**src/rtl/vid_ramp_pkg.sv**
```systemverilog
package vid_ramp_pkg;

    typedef enum logic [1:0] {
        MODE_FAST  = 2'b00,
        MODE_SLOW  = 2'b01,
        MODE_DECAY = 2'b10,
        MODE_RSVD  = 2'b11
    } ramp_mode_e;

    typedef enum logic [1:0] {
        ST_IDLE    = 2'b00,
        ST_RAMP_UP = 2'b01,
        ST_RAMP_DN = 2'b10,
        ST_DECAY   = 2'b11
    } ramp_state_e;

endpackage

```
**src/rtl/vid_target_calc.sv**
```systemverilog
// Offset addition, nonzero floor and upper clamp for the commanded code.
module vid_target_calc #(
    parameter int VID_W = 8
) (
    input  logic [VID_W-1:0] cmd_i,
    input  logic [VID_W-1:0] offset_i,
    input  logic [VID_W-1:0] vmax_i,
    output logic [VID_W-1:0] tgt_o
);
    localparam int SW = VID_W + 2;

    logic signed [SW-1:0] sum_s;
    logic signed [SW-1:0] floored_s;
    logic signed [SW-1:0] max_s;

    always_comb begin
        sum_s     = $signed({2'b00, cmd_i}) + $signed({{2{offset_i[VID_W-1]}}, offset_i});
        max_s     = $signed({2'b00, vmax_i});
        floored_s = (sum_s < $signed(SW'(1))) ? $signed(SW'(1)) : sum_s;
        if (cmd_i == '0)
            tgt_o = '0;
        else if (floored_s > max_s)
            tgt_o = vmax_i;
        else
            tgt_o = floored_s[VID_W-1:0];
    end
endmodule

```
**src/rtl/vid_step_gen.sv**
```systemverilog
// Fractional step credit: each tick adds NUM, each taken step removes DEN.
module vid_step_gen #(
    parameter int FAST_NUM = 5,
    parameter int FAST_DEN = 4,
    parameter int SLOW_NUM = 5,
    parameter int SLOW_DEN = 16
) (
    input  logic clk,
    input  logic rst_n,
    input  logic clear_i,
    input  logic tick_i,
    input  logic fast_i,
    input  logic take_i,
    output logic credit_o
);
    localparam int MAX_NUM = (FAST_NUM > SLOW_NUM) ? FAST_NUM : SLOW_NUM;
    localparam int MAX_DEN = (FAST_DEN > SLOW_DEN) ? FAST_DEN : SLOW_DEN;
    localparam int ACC_W   = $clog2(2 * (MAX_NUM + MAX_DEN)) + 1;

    localparam logic [ACC_W-1:0] F_NUM = ACC_W'(FAST_NUM);
    localparam logic [ACC_W-1:0] F_DEN = ACC_W'(FAST_DEN);
    localparam logic [ACC_W-1:0] S_NUM = ACC_W'(SLOW_NUM);
    localparam logic [ACC_W-1:0] S_DEN = ACC_W'(SLOW_DEN);

    logic [ACC_W-1:0] acc_q;
    logic [ACC_W-1:0] num;
    logic [ACC_W-1:0] den;
    logic [ACC_W-1:0] add;
    logic [ACC_W-1:0] sub;

    always_comb begin
        num      = fast_i ? F_NUM : S_NUM;
        den      = fast_i ? F_DEN : S_DEN;
        add      = tick_i ? num : '0;
        sub      = take_i ? den : '0;
        credit_o = (acc_q >= den);
    end

    always_ff @(posedge clk or negedge rst_n) begin
        if (!rst_n)
            acc_q <= '0;
        else if (clear_i)
            acc_q <= '0;
        else
            acc_q <= acc_q + add - sub;
    end
endmodule

```
**src/rtl/vid_ramp_fsm.sv**
```systemverilog
module vid_ramp_fsm
    import vid_ramp_pkg::*;
#(
    parameter int VID_W = 8
) (
    input  logic             clk,
    input  logic             rst_n,
    input  logic             start_i,
    input  ramp_mode_e       mode_i,
    input  logic [VID_W-1:0] tgt_i,
    input  logic [VID_W-1:0] meas_i,
    input  logic             credit_i,
    output logic [VID_W-1:0] ref_o,
    output logic [VID_W-1:0] tgt_o,
    output logic             fast_o,
    output logic             take_o,
    output logic             clear_o,
    output logic             busy_o,
    output logic             settled_o,
    output logic             no_sink_o
);
    ramp_state_e      state_q, state_n;
    logic [VID_W-1:0] ref_q, ref_n;
    logic [VID_W-1:0] tgt_q, tgt_n;
    logic             fast_q, fast_n;

    // State and datapath register
    always_ff @(posedge clk or negedge rst_n) begin
        if (!rst_n) begin
            state_q <= ST_IDLE;
            ref_q   <= '0;
            tgt_q   <= '0;
            fast_q  <= 1'b1;
        end else begin
            state_q <= state_n;
            ref_q   <= ref_n;
            tgt_q   <= tgt_n;
            fast_q  <= fast_n;
        end
    end

    // Next state
    always_comb begin
        state_n = state_q;
        ref_n   = ref_q;
        tgt_n   = tgt_q;
        fast_n  = fast_q;
        take_o  = 1'b0;
        if (start_i) begin
            tgt_n = tgt_i;
            if (tgt_i == ref_q) begin
                state_n = ST_IDLE;
            end else if (tgt_i > ref_q) begin
                state_n = ST_RAMP_UP;
                fast_n  = (mode_i == MODE_FAST) || (mode_i == MODE_DECAY);
            end else if (mode_i == MODE_DECAY) begin
                state_n = ST_DECAY;
            end else begin
                state_n = ST_RAMP_DN;
                fast_n  = (mode_i == MODE_FAST);
            end
        end else begin
            unique case (state_q)
                ST_IDLE: ;
                ST_RAMP_UP: begin
                    if (credit_i) begin
                        take_o = 1'b1;
                        ref_n  = ref_q + 1'b1;
                        if (ref_q + 1'b1 == tgt_q)
                            state_n = ST_IDLE;
                    end
                end
                ST_RAMP_DN: begin
                    if (credit_i) begin
                        take_o = 1'b1;
                        ref_n  = ref_q - 1'b1;
                        if (ref_q - 1'b1 == tgt_q)
                            state_n = ST_IDLE;
                    end
                end
                ST_DECAY: begin
                    if (meas_i <= tgt_q) begin
                        ref_n   = tgt_q;
                        state_n = ST_IDLE;
                    end else if (meas_i < ref_q) begin
                        ref_n = meas_i;
                    end
                end
            endcase
        end
    end

    // Outputs
    always_comb begin
        busy_o    = 1'b1;
        settled_o = 1'b0;
        no_sink_o = 1'b0;
        clear_o   = start_i;
        unique case (state_q)
            ST_IDLE: begin
                busy_o    = 1'b0;
                settled_o = 1'b1;
                clear_o   = 1'b1;
            end
            ST_RAMP_UP, ST_RAMP_DN: ;
            ST_DECAY: begin
                no_sink_o = 1'b1;
                clear_o   = 1'b1;
            end
        endcase
        ref_o  = ref_q;
        tgt_o  = tgt_q;
        fast_o = fast_q;
    end
endmodule

```
**src/rtl/vid_ramp_ctrl.sv**
```systemverilog
module vid_ramp_ctrl
    import vid_ramp_pkg::*;
#(
    parameter int VID_W    = 8,
    parameter int FAST_NUM = 5,
    parameter int FAST_DEN = 4,
    parameter int SLOW_NUM = 5,
    parameter int SLOW_DEN = 16
) (
    input  logic             clk,
    input  logic             rst_n,
    input  logic             start_i,
    input  logic [1:0]       mode_i,
    input  logic [VID_W-1:0] cmd_vid_i,
    input  logic [VID_W-1:0] offset_i,
    input  logic [VID_W-1:0] vmax_i,
    input  logic             tick_us_i,
    input  logic [VID_W-1:0] meas_vid_i,
    output logic [VID_W-1:0] ref_vid_o,
    output logic             busy_o,
    output logic             settled_o,
    output logic             no_sink_o
);
    logic [VID_W-1:0] tgt_calc;
    logic [VID_W-1:0] tgt_q;
    logic             credit;
    logic             take;
    logic             clear;
    logic             fast;

    vid_target_calc #(.VID_W(VID_W)) u_tgt (
        .cmd_i    (cmd_vid_i),
        .offset_i (offset_i),
        .vmax_i   (vmax_i),
        .tgt_o    (tgt_calc)
    );

    vid_step_gen #(
        .FAST_NUM (FAST_NUM),
        .FAST_DEN (FAST_DEN),
        .SLOW_NUM (SLOW_NUM),
        .SLOW_DEN (SLOW_DEN)
    ) u_step (
        .clk      (clk),
        .rst_n    (rst_n),
        .clear_i  (clear),
        .tick_i   (tick_us_i),
        .fast_i   (fast),
        .take_i   (take),
        .credit_o (credit)
    );

    vid_ramp_fsm #(.VID_W(VID_W)) u_fsm (
        .clk       (clk),
        .rst_n     (rst_n),
        .start_i   (start_i),
        .mode_i    (ramp_mode_e'(mode_i)),
        .tgt_i     (tgt_calc),
        .meas_i    (meas_vid_i),
        .credit_i  (credit),
        .ref_o     (ref_vid_o),
        .tgt_o     (tgt_q),
        .fast_o    (fast),
        .take_o    (take),
        .clear_o   (clear),
        .busy_o    (busy_o),
        .settled_o (settled_o),
        .no_sink_o (no_sink_o)
    );
endmodule

```
**config.mk**
```make
export PLATFORM = sky130hd
export DESIGN_NAME = vid_ramp_ctrl
export DESIGN_NICKNAME = d
export VERILOG_FILES = /design/src/rtl/vid_ramp_pkg.sv /design/src/rtl/vid_target_calc.sv /design/src/rtl/vid_step_gen.sv /design/src/rtl/vid_ramp_fsm.sv /design/src/rtl/vid_ramp_ctrl.sv
export SDC_FILE = /design/constraint.sdc
export NUM_CORES = 1
export LEC_CHECK = 0
export ABC_AREA = 1
export BUFFER_PORTS_ARGS = -buffer_cell sky130_fd_sc_hd__buf_2
export CORE_AREA = 3 3 88 90
export CTS_CLUSTER_SIZE = 24
export DETAILED_ROUTE_END_ITERATION = 10
export DIE_AREA = 0 0 91 93
export PLACE_DENSITY = 0.86
export SYNTH_ARGS = -nofsm -noshare
export SYNTH_HDL_FRONTEND = slang
export SYNTH_SLANG_ARGS = --single-unit
```
**constraint.sdc**
```tcl
create_clock -name clk -period 2.9 [get_ports clk]
set_input_delay 0.145 -clock clk [delete_from_list [all_inputs] [get_ports clk]]
set_output_delay 0.145 -clock clk [all_outputs]
set_load 0.05 [all_outputs]
```
==> results_dict.tcl, run 1 <==
set metrics [dict create \
    hold_class "in -> reg" \
    timing.rr.end "u_step.acc_q[6]" \
    violations "negative setup slack" \
    layout_common_cells "146 x nand2_1, 92 x buf_4, 85 x inv_1" \
    rrSetupSlack_ps -310 \
    synth_cell_types 38 \
    clockRootBuffer "clkbuf_8" \
    critPathMaxFanout 8 \
    cap_viol_max_count 0 \
    grtUsageTotal 0.280 \
    status "complete, but fails checks" \
    dieArea_um2 8460 \
    die_h_um 93 \
    cts_sinks 26 \
    synth_edf_count 0 \
    synth_xor_xnor_area_share 0.0320 \
    grt_start_max_net_pins 27 \
    vias 4818 \
    synthFlopType "dfrtp_1" \
    syn_area_per_cell_um2 6.34 \
    worstPathRequired_ps 3130 \
    synthTopCellsByArea "ha_1 20%, nand2_1 17%, dfrtp_1 17%, inv_1 9.7%, nand3_1 8.8%" \
    wl_per_cell_um 16.1 \
    drcViolationCount 0 \
    via_per_inst 5.80 \
    ys_seq_area_frac 0.174 \
    drt_iter0_drc 497 \
    reg2reg_depth 18 \
    place_ws_ps -1680 \
    synth_nets 691 \
    synthMuxAreaShare 0 \
    diodes 0 \
    multi_input_area_um2 3180 \
    routed_wl_mm 13.4 \
    first_global_vias 4692 \
    final_nets 833 \
    arrival_ps 4610 \
    irDropWorstVdd_mv 0.313 \
    synth_cells 591 \
    cts_tree "done" \
    slowest_delay_ps 370 \
    clkLatencyLatePin_ps 290 \
    yosysTopAreaCell "ha_1" \
    min_from "mode_i[0]" \
    overflow 0 \
    worstSetupPathType "in -> reg" \
    crit_path_top_delay_cell "fa_2" \
    synthAdderAreaFrac 0.211 \
    antenna_found_initial 0 \
    postSynth.asyncResetShare 1.00 \
    syn-cell-area_um2 3750 \
    place_hpwl_mm 8.65 \
    grt_pass1_wl_mm 19.8 \
    clock_tree.htree_level_count 1 \
    area_growth_pct 44.7 \
    rsz0062_at_grt "true" \
    maxSlewHeadroom 0.581 \
    finalCritPeriodShare 1.51 \
    p_leak_uw 0.00289 \
    synth_compound_area_frac 0.0884 \
    final_common_cell "nand2_1" \
    slew_violations 0 \
    seqCellArea_um2 652 \
    yosysTopAreaCellShare 0.200 \
    fp.dieW_um 91 \
    synthSimpleGateAreaFrac 0.380 \
    whs_path_depth 4 \
    clk_pin_slew_ps 120 \
    yosysWarningCount 0 \
    ys_ff_latch 26 \
    place.gp.congestion 0.950 \
    hold_viol 0 \
    synth_top_family_by_area "simple AND/OR/NAND/NOR gates" \
    firstDrtPassIters 5 \
    hold_end "u_fsm.fast_o" \
    cp_common_cell "nand2_2" \
    endpoint_kind "flop" \
    power_density_nw_per_um2 928 \
    core_area_um2 7140 \
    worst_slew_pin_slew_ps 628 \
    initial_core_util 0.525 \
    ioPinCount 49 \
    fillers 488 \
    io_buffer_count 48 \
    ant_nets 0 \
    drive_gt1_frac 0.347 \
    reg2reg_from "u_fsm.fast_o" \
    rows 31 \
    setup_ws_ps -1480 \
    finalCriticalPeriod_ps 4380 \
    cts_buffers 3 \
    finalSetupViolCount 14 \
    holdWs_ps 192 \
    finClkSkew_ps 24.8 \
    fmax_mhz 228 \
    max-clock-path-buffers 2 \
    critPathLaunchType "input port" \
]
==> cells by family (layout without fill, tap and decap cells) <==
family | Yosys count | in the layout
AOI/OAI and AO/OA | 59 | 59
buffers and inverters | 109 | 249
and+or+nand+nor | 323 | 324
xor gates and xnor gates | 12 | 12
adders and majority gates | 62 | 62
DFF | 26 | 26
==> layout make-up <==
class                      instances  share of cell area
sequential                        26               0.120
timing repair buffer             146               0.188
tap                               99              0.0228
inverter                          99              0.0694
clock buffer                       3             0.00761
multi-input combinational        457               0.586
clock inverter                     1             0.00553
==> flip-flops by register name (all words and copies together), names as in the netlist <==
register,count
u_fsm.state_q,2
u_step.acc_q,7
u_fsm.tgt_o,8
u_fsm.ref_o,8
u_fsm.fast_o,1
==> where the power goes <==
part	switching [uW]	leakage, uW	internal (uW)
registers	218	0.000329	495
clock network	134	0.0000357	185
logic	2340	0.00253	1660
==> Yosys cell counts (all sizes together), types with 2 or more instances <==
library cell	number
xnor2	3
inv	98
nor3	7
clkbuf	3
nor2	44
o21ai	28
o21bai	3
buf	7
xor2	8
and3	6
fa	2
nand3	66
a211oi	2
dfrtp	25
a21oi	24
nand4	20
nand2	173
ha	60
nor4	3
==> what timing repair did <==
action                                 CTS  global route
pin swaps                               38            31
hold buffers                             1             0
gates cloned                             1             0
setup buffers                           31            11
setup endpoints to repair               12            22
endpoints found under the hold margin   25             0
resized for setup                       59            57
==> how the worst max path moves through the flow <==
stage                             from           end  cells past startpoint
after floorplan           cmd_vid_i[0]  u_fsm.fast_o                     34
after global placement    cmd_vid_i[0]  u_fsm.fast_o                     32
after detailed placement  cmd_vid_i[0]  u_fsm.fast_o                     32
after CTS                  offset_i[0]  u_fsm.fast_o                     34
after global routing      cmd_vid_i[0]  u_fsm.fast_o                     35
final                     cmd_vid_i[0]  u_fsm.fast_o                     34
==> critical path: cells and delay by family <==
kind	cells	cell delay [ps]
adder cells (fa/ha/maj)	5	1280
buffers and inverters	7	490
AO/OA/AOI/OAI	7	970
AND/OR/NAND/NOR	14	1500
XOR/XNOR	1	200
==> per-stage QoR <==
step / cell area [um2] / instances / setup TNS, ps / total power, uW / util
floorplan: 3820 / 591 / -3380 / 2780 / -
global placement: 4560 / 786 / -8360 / 3440 / 0.639
detailed placement: 4560 / 786 / -10290 / 3590 / 0.639
CTS: 5160 / 823 / -7020 / 4440 / 0.724
global route: 5430 / 831 / -12220 / 5400 / 0.760
finish: 5430 / 831 / -9840 / 5040 / 0.760
==> layer usage <==
layer,up-vias,global-route usage,part of all wire
met2,320,0.541,0.51
li1,2207,-,-
met1,2197,0.289,0.35
met3,94,0.0290,0.075
met4,0,0.166,0.059
met5,-,0,0
No activity file was read; power rests on OpenSTA's default activity.
==> run 2: changes to the inputs <==
--- a/config.mk
+++ b/config.mk
@@ -7,11 +7,13 @@
 export LEC_CHECK = 0
 export ABC_AREA = 1
 export BUFFER_PORTS_ARGS = -buffer_cell sky130_fd_sc_hd__buf_2
-export CORE_AREA = 3 3 88 90
+export CELL_PAD_IN_SITES_DETAIL_PLACEMENT = 1
+export CELL_PAD_IN_SITES_GLOBAL_PLACEMENT = 1
+export CORE_AREA = 3 3 104 106
 export CTS_CLUSTER_SIZE = 24
 export DETAILED_ROUTE_END_ITERATION = 10
-export DIE_AREA = 0 0 91 93
-export PLACE_DENSITY = 0.86
+export DIE_AREA = 0 0 107 109
+export PLACE_DENSITY = 0.87
 export SYNTH_ARGS = -nofsm -noshare
 export SYNTH_HDL_FRONTEND = slang
 export SYNTH_SLANG_ARGS = --single-unit
==> run 2 against run 1 <==
The run still ends with negative setup slack left. Combinational power rose by 7.7%. Final area increased by 2.3%. Sequential share of layout area decreased by 0.25 points. Routed wire length rose by 32%. Via count decreased by 1.1%. Die area rose by 38%. Largest power group unchanged.
==> results_dict.tcl, run 2 (synthesis gave the netlist of run 1 again) <==
set metrics [dict create \
    status "complete, but fails checks" \
    violations "negative setup slack" \
    final_nets 819 \
    clk_pin_slew_ps 130 \
    tns_ps -9770 \
    core_area_um2 9860 \
    maxSlewHeadroom 0.556 \
    clockRootBuffer "clkbuf_8" \
    p_sw_uw 2990 \
    seqCellArea_um2 653 \
    area_growth_pct 48.0 \
    via_per_inst 5.60 \
    cts_tree "done" \
    power_density_nw_per_um2 965 \
    switching_share 0.559 \
    multi_input_area_um2 3370 \
    clkLatencyLatePin_ps 310 \
    rows 36 \
    io_buffer_count 48 \
    setup_ws_ps -1670 \
    wl_per_cell_um 20.8 \
    p_comb_frac 0.804 \
    drive_gt1_frac 0.361 \
    hold_class "in -> reg" \
    finalCritPeriodShare 1.58 \
    grt_start_max_net_pins 27 \
    seqPwrFrac 0.134 \
    worst_slew_pin_slew_ps 667 \
    grtUsageTotal 0.258 \
    drt_iter0_drc 291 \
    hold_viol 0 \
    rsz0062_at_grt "true" \
    final_common_cell "nand2_1" \
    cap_viol_max_count 0 \
    fmax_mhz 219 \
    p_int_uw 2370 \
    ioPinCount 49 \
    crit_path_top_delay_cell "fa_2" \
    reg2reg_from "u_fsm.fast_o" \
    place.gp.congestion 0.895 \
    slowest_delay_ps 390 \
    initial_core_util 0.380 \
    max-clock-path-buffers 2 \
    arrival_ps 4820 \
    place_hpwl_mm 10.6 \
    antenna_found_initial 0 \
    critPathLaunch "cmd_vid_i[0]" \
    endpoint_kind "flop" \
    clock_tree.htree_level_count 1 \
    firstDrtPassIters 4 \
    dieArea_um2 11700 \
    cts_sinks 26 \
    min_from "mode_i[0]" \
    holdWs_ps 192 \
    cts_buffers 3 \
    vias 4765 \
    first_global_vias 5023 \
    finalCriticalPeriod_ps 4570 \
    diodes 0 \
    slew_violations 0 \
    worstSetupPathType "in -> reg" \
    final_core_util 0.563 \
    finClkSkew_ps 32.8 \
    clockPowerShare 0.062 \
    ant_nets 0 \
    critPathLaunchType "input port" \
    postPlaceCellArea_um2 4630 \
    routed_wl_mm 17.7 \
    drcViolationCount 0 \
    fp.dieW_um 107 \
    p_leak_uw 0.00287 \
    fillers 1260 \
    die_h_um 109 \
    finalSetupViolCount 14 \
    critPathMaxFanout 8 \
    irDropWorstVdd_mv 0.328 \
    layout_common_cells "146 x nand2_1, 84 x inv_1, 76 x buf_4" \
    place_inst 823 \
    instances_no_fill 851 \
    grt_pass1_wl_mm 23.7 \
    worstPathRequired_ps 3150 \
    stdcell_area_um2 5550 \
    overflow 0 \
]
run 2: final timing paths:
kind                                         end  slack (ps)  cells past startpoint
worst max-delay path                u_fsm.fast_o       -1670                     31
min in group asynchronous       u_fsm.state_q[1]         370                      2
worst min-delay path                u_fsm.fast_o         190                      4
max in group asynchronous         u_fsm.tgt_o[0]        2050                      2
worst max register to register   u_step.acc_q[6]        -350                     18
worst min register to register    u_fsm.tgt_o[2]         600                      2
run 2: area by class of cell:
type | instances | area share
clock inverter | 1 | 0.00541
clock buffer | 3 | 0.00744
sequential | 26 | 0.118
tap | 133 | 0.0300
timing repair buffer | 132 | 0.165
inverter | 99 | 0.0683
multi-input combinational | 457 | 0.606
run 2: stage by stage:
stage               setup WS, ps  total power (uW)
floorplan                  -1020              2780
global placement           -1480              3550
detailed placement         -1730              3750
CTS                        -1250              4470
global route               -1840              5700
finish                     -1670              5360
run 2: timing repair:
action | CTS | global route
hold buffers | 1 | 0
setup buffers | 9 | 16
resized for setup | 65 | 79
gates cloned | 1 | 0
endpoints found under the hold margin | 25 | 0
setup endpoints to repair | 14 | 15
pin swaps | 42 | 64
run 2: per-layer routing:
metal,up-vias,global-route usage,wire length (um),part of all wire
met5,-,0,0,0
met4,0,0.167,1050,0.060
met3,81,0.0213,858,0.049
met2,207,0.512,9330,0.53
met1,2303,0.256,6410,0.36
li1,2174,-,-,-
run 2: power by group through the flow:
stage	sequential [uW]	combinational (uW)	clock [uW]
2_1_floorplan	771	2010	0
4_1_cts	678	3480	312
3_3_place_gp	670	2880	0
5_1_grt	728	4620	344
6_report	716	4310	334
3_5_place_dp	681	3070	0
run 2: critical path: cells and delay by family:
kind | cells | cell delay [ps]
compound gates | 5 | 820
xor+xnor | 1 | 250
buf+inv | 5 | 430
simple gates | 15 | 1620
fa+ha+maj | 5 | 1540
==> run 3: changes to the inputs <==
--- a/config.mk
+++ b/config.mk
@@ -14,6 +14,7 @@
 export DETAILED_ROUTE_END_ITERATION = 10
 export DIE_AREA = 0 0 107 109
 export PLACE_DENSITY = 0.87
+export RECOVER_POWER = 25
 export SYNTH_ARGS = -nofsm -noshare
 export SYNTH_HDL_FRONTEND = slang
 export SYNTH_SLANG_ARGS = --single-unit
==> run 3 against run 2 <==
Largest cell class unchanged. Cell count unchanged. Critical path depth unchanged. Maximum frequency unchanged. Non-clock buffer count unchanged. The flow finishes with violations (max-capacitance violations, max-slew violations, negative setup slack). Sequential share of layout area about the same. Die area unchanged.
==> results_dict.tcl, run 3 (synthesis gave the netlist of run 1 again) <==
set metrics [dict create \
    switching_share 0.559 \
    grtUsageTotal 0.258 \
    cts_sinks 26 \
    final_nets 819 \
    die_h_um 109 \
    clockRootBuffer "clkbuf_8" \
    hold_end "u_fsm.fast_o" \
    core_area_um2 9860 \
    drt_iter0_drc 291 \
    overflow 0 \
    rrSetupSlack_ps -350 \
    rows 36 \
    clk_pin_slew_ps 130 \
    crit_path_top_delay_cell "fa_2" \
    vias 4764 \
    worst_slew_pin_slew_ps 1610 \
    first_global_vias 5023 \
    place_hpwl_mm 10.6 \
    ioPinCount 49 \
    status "complete, but fails checks" \
    wl_per_cell_um 20.8 \
    worstSetupPathType "in -> reg" \
    timing.rr.end "u_step.acc_q[6]" \
    irDropWorstVdd_mv 0.328 \
    grt_pass1_wl_mm 23.7 \
    reg2reg_depth 18 \
    dieArea_um2 11700 \
    critPathLaunch "cmd_vid_i[0]" \
    reg2reg_from "u_fsm.fast_o" \
    routed_wl_mm 17.7 \
    cts_tree "done" \
    endpoint_kind "flop" \
    critPathMaxFanout 8 \
    io_buffer_count 48 \
    ant_nets 0 \
    place.gp.congestion 0.895 \
    finalCriticalPeriod_ps 4570 \
    finClkSkew_ps 32.9 \
    p_leak_uw 0.00287 \
    p_int_uw 2370 \
    initial_core_util 0.380 \
    violations "max-capacitance violations, max-slew violations, negative setup slack" \
    finalCritPeriodShare 1.58 \
    drcViolationCount 0 \
    p_comb_frac 0.804 \
    fmax_mhz 219 \
    grt_start_max_net_pins 27 \
    area_growth_pct 48.0 \
    rsz0062_at_grt "true" \
    clock_tree.htree_level_count 1 \
    maxSlewHeadroom -0.0704 \
    antenna_found_initial 0 \
    hold_viol 0 \
    hold_class "in -> reg" \
    layout_common_cells "146 x nand2_1, 84 x inv_1, 76 x buf_4" \
    cts_buffers 3 \
    power_density_nw_per_um2 965 \
    place_inst 823 \
    instances_no_fill 851 \
    fp.dieW_um 107 \
    slowest_delay_ps 390 \
    cap_viol_max_count 1 \
    setup_ws_ps -1670 \
    drive_gt1_frac 0.359 \
    via_per_inst 5.60 \
    firstDrtPassIters 4 \
    seqPwrFrac 0.134 \
    holdWs_ps 192 \
    arrival_ps 4820 \
    whs_path_depth 4 \
    worstPathRequired_ps 3150 \
    critPathLaunchType "input port" \
    diodes 0 \
    clkLatencyLatePin_ps 310 \
    max-clock-path-buffers 2 \
    clockPowerShare 0.062 \
    min_from "mode_i[0]" \
    finalSetupViolCount 14 \
    final_common_cell "nand2_1" \
    p_sw_uw 2990 \
    slew_violations 27 \
]
[run 3: changes by cell type in the layout (fill, tap and decap cells not counted), sizes merged]
cell	change
buf	-1
clkbuf	+1
[run 3: worst max-delay path, delay by kind of cell]
family	cells	cell delay, ps
adder cells (fa/ha/maj)	5	1540
AO/OA/AOI/OAI	5	820
buffers and inverters	5	430
XOR/XNOR	1	250
AND/OR/NAND/NOR	15	1620
[run 3: final cells by class]
cell class                      instances  area, um2
Clock buffer                            3       41.3
Timing Repair Buffer                  132        915
Fill cell                            1259       4310
Clock inverter                          1       30.0
Tap cell                              133        166
Inverter                               99        379
Multi-Input combinational cell        457       3370
Sequential cell                        26        653
[run 3: per-layer routing]
layer | global-route usage | part of all wire | vias up
met1 | 0.256 | 0.36 | 2302
met5 | 0 | 0 | -
met4 | 0.167 | 0.060 | 0
met2 | 0.512 | 0.53 | 207
met3 | 0.0213 | 0.049 | 81
li1 | - | - | 2174
[run 3: how the worst max path moves through the flow]
stage / endpoint
after CTS: u_fsm.fast_o
after global routing: u_fsm.fast_o
after global placement: u_fsm.fast_o
after detailed placement: u_fsm.fast_o
final: u_fsm.fast_o
after floorplan: u_fsm.fast_o
[run 3: power groups by stage]
stage               Clock [uW]  Sequential [uW]  Combinational [uW]
floorplan                    0              771                2010
global placement             0              670                2880
detailed placement           0              681                3070
CTS                        312              678                3480
global route               344              728                4620
finish                     334              716                4310
[run 3: timing repair]
action / CTS / global route
pin swaps: 42 / 64
gates resized for setup: 65 / 79
cloned: 1 / 0
hold endpoints to repair: 25 / 0
hold buffers: 1 / 0
buffers inserted: 9 / 16
setup endpoints to repair: 14 / 15
[run 3: per-stage QoR]
stage	power (uW)	TNS, ps	instance area [um2]	util	setup slack (ps)
3_5_place_dp	3750	-11220	4630	0.469	-1730
2_1_floorplan	2780	-3380	3820	-	-1020
3_3_place_gp	3550	-9300	4630	0.469	-1480
5_1_grt	5700	-12310	5550	0.563	-1840
4_1_cts	4470	-6710	5110	0.518	-1250
6_report	5360	-9770	5550	0.563	-1670
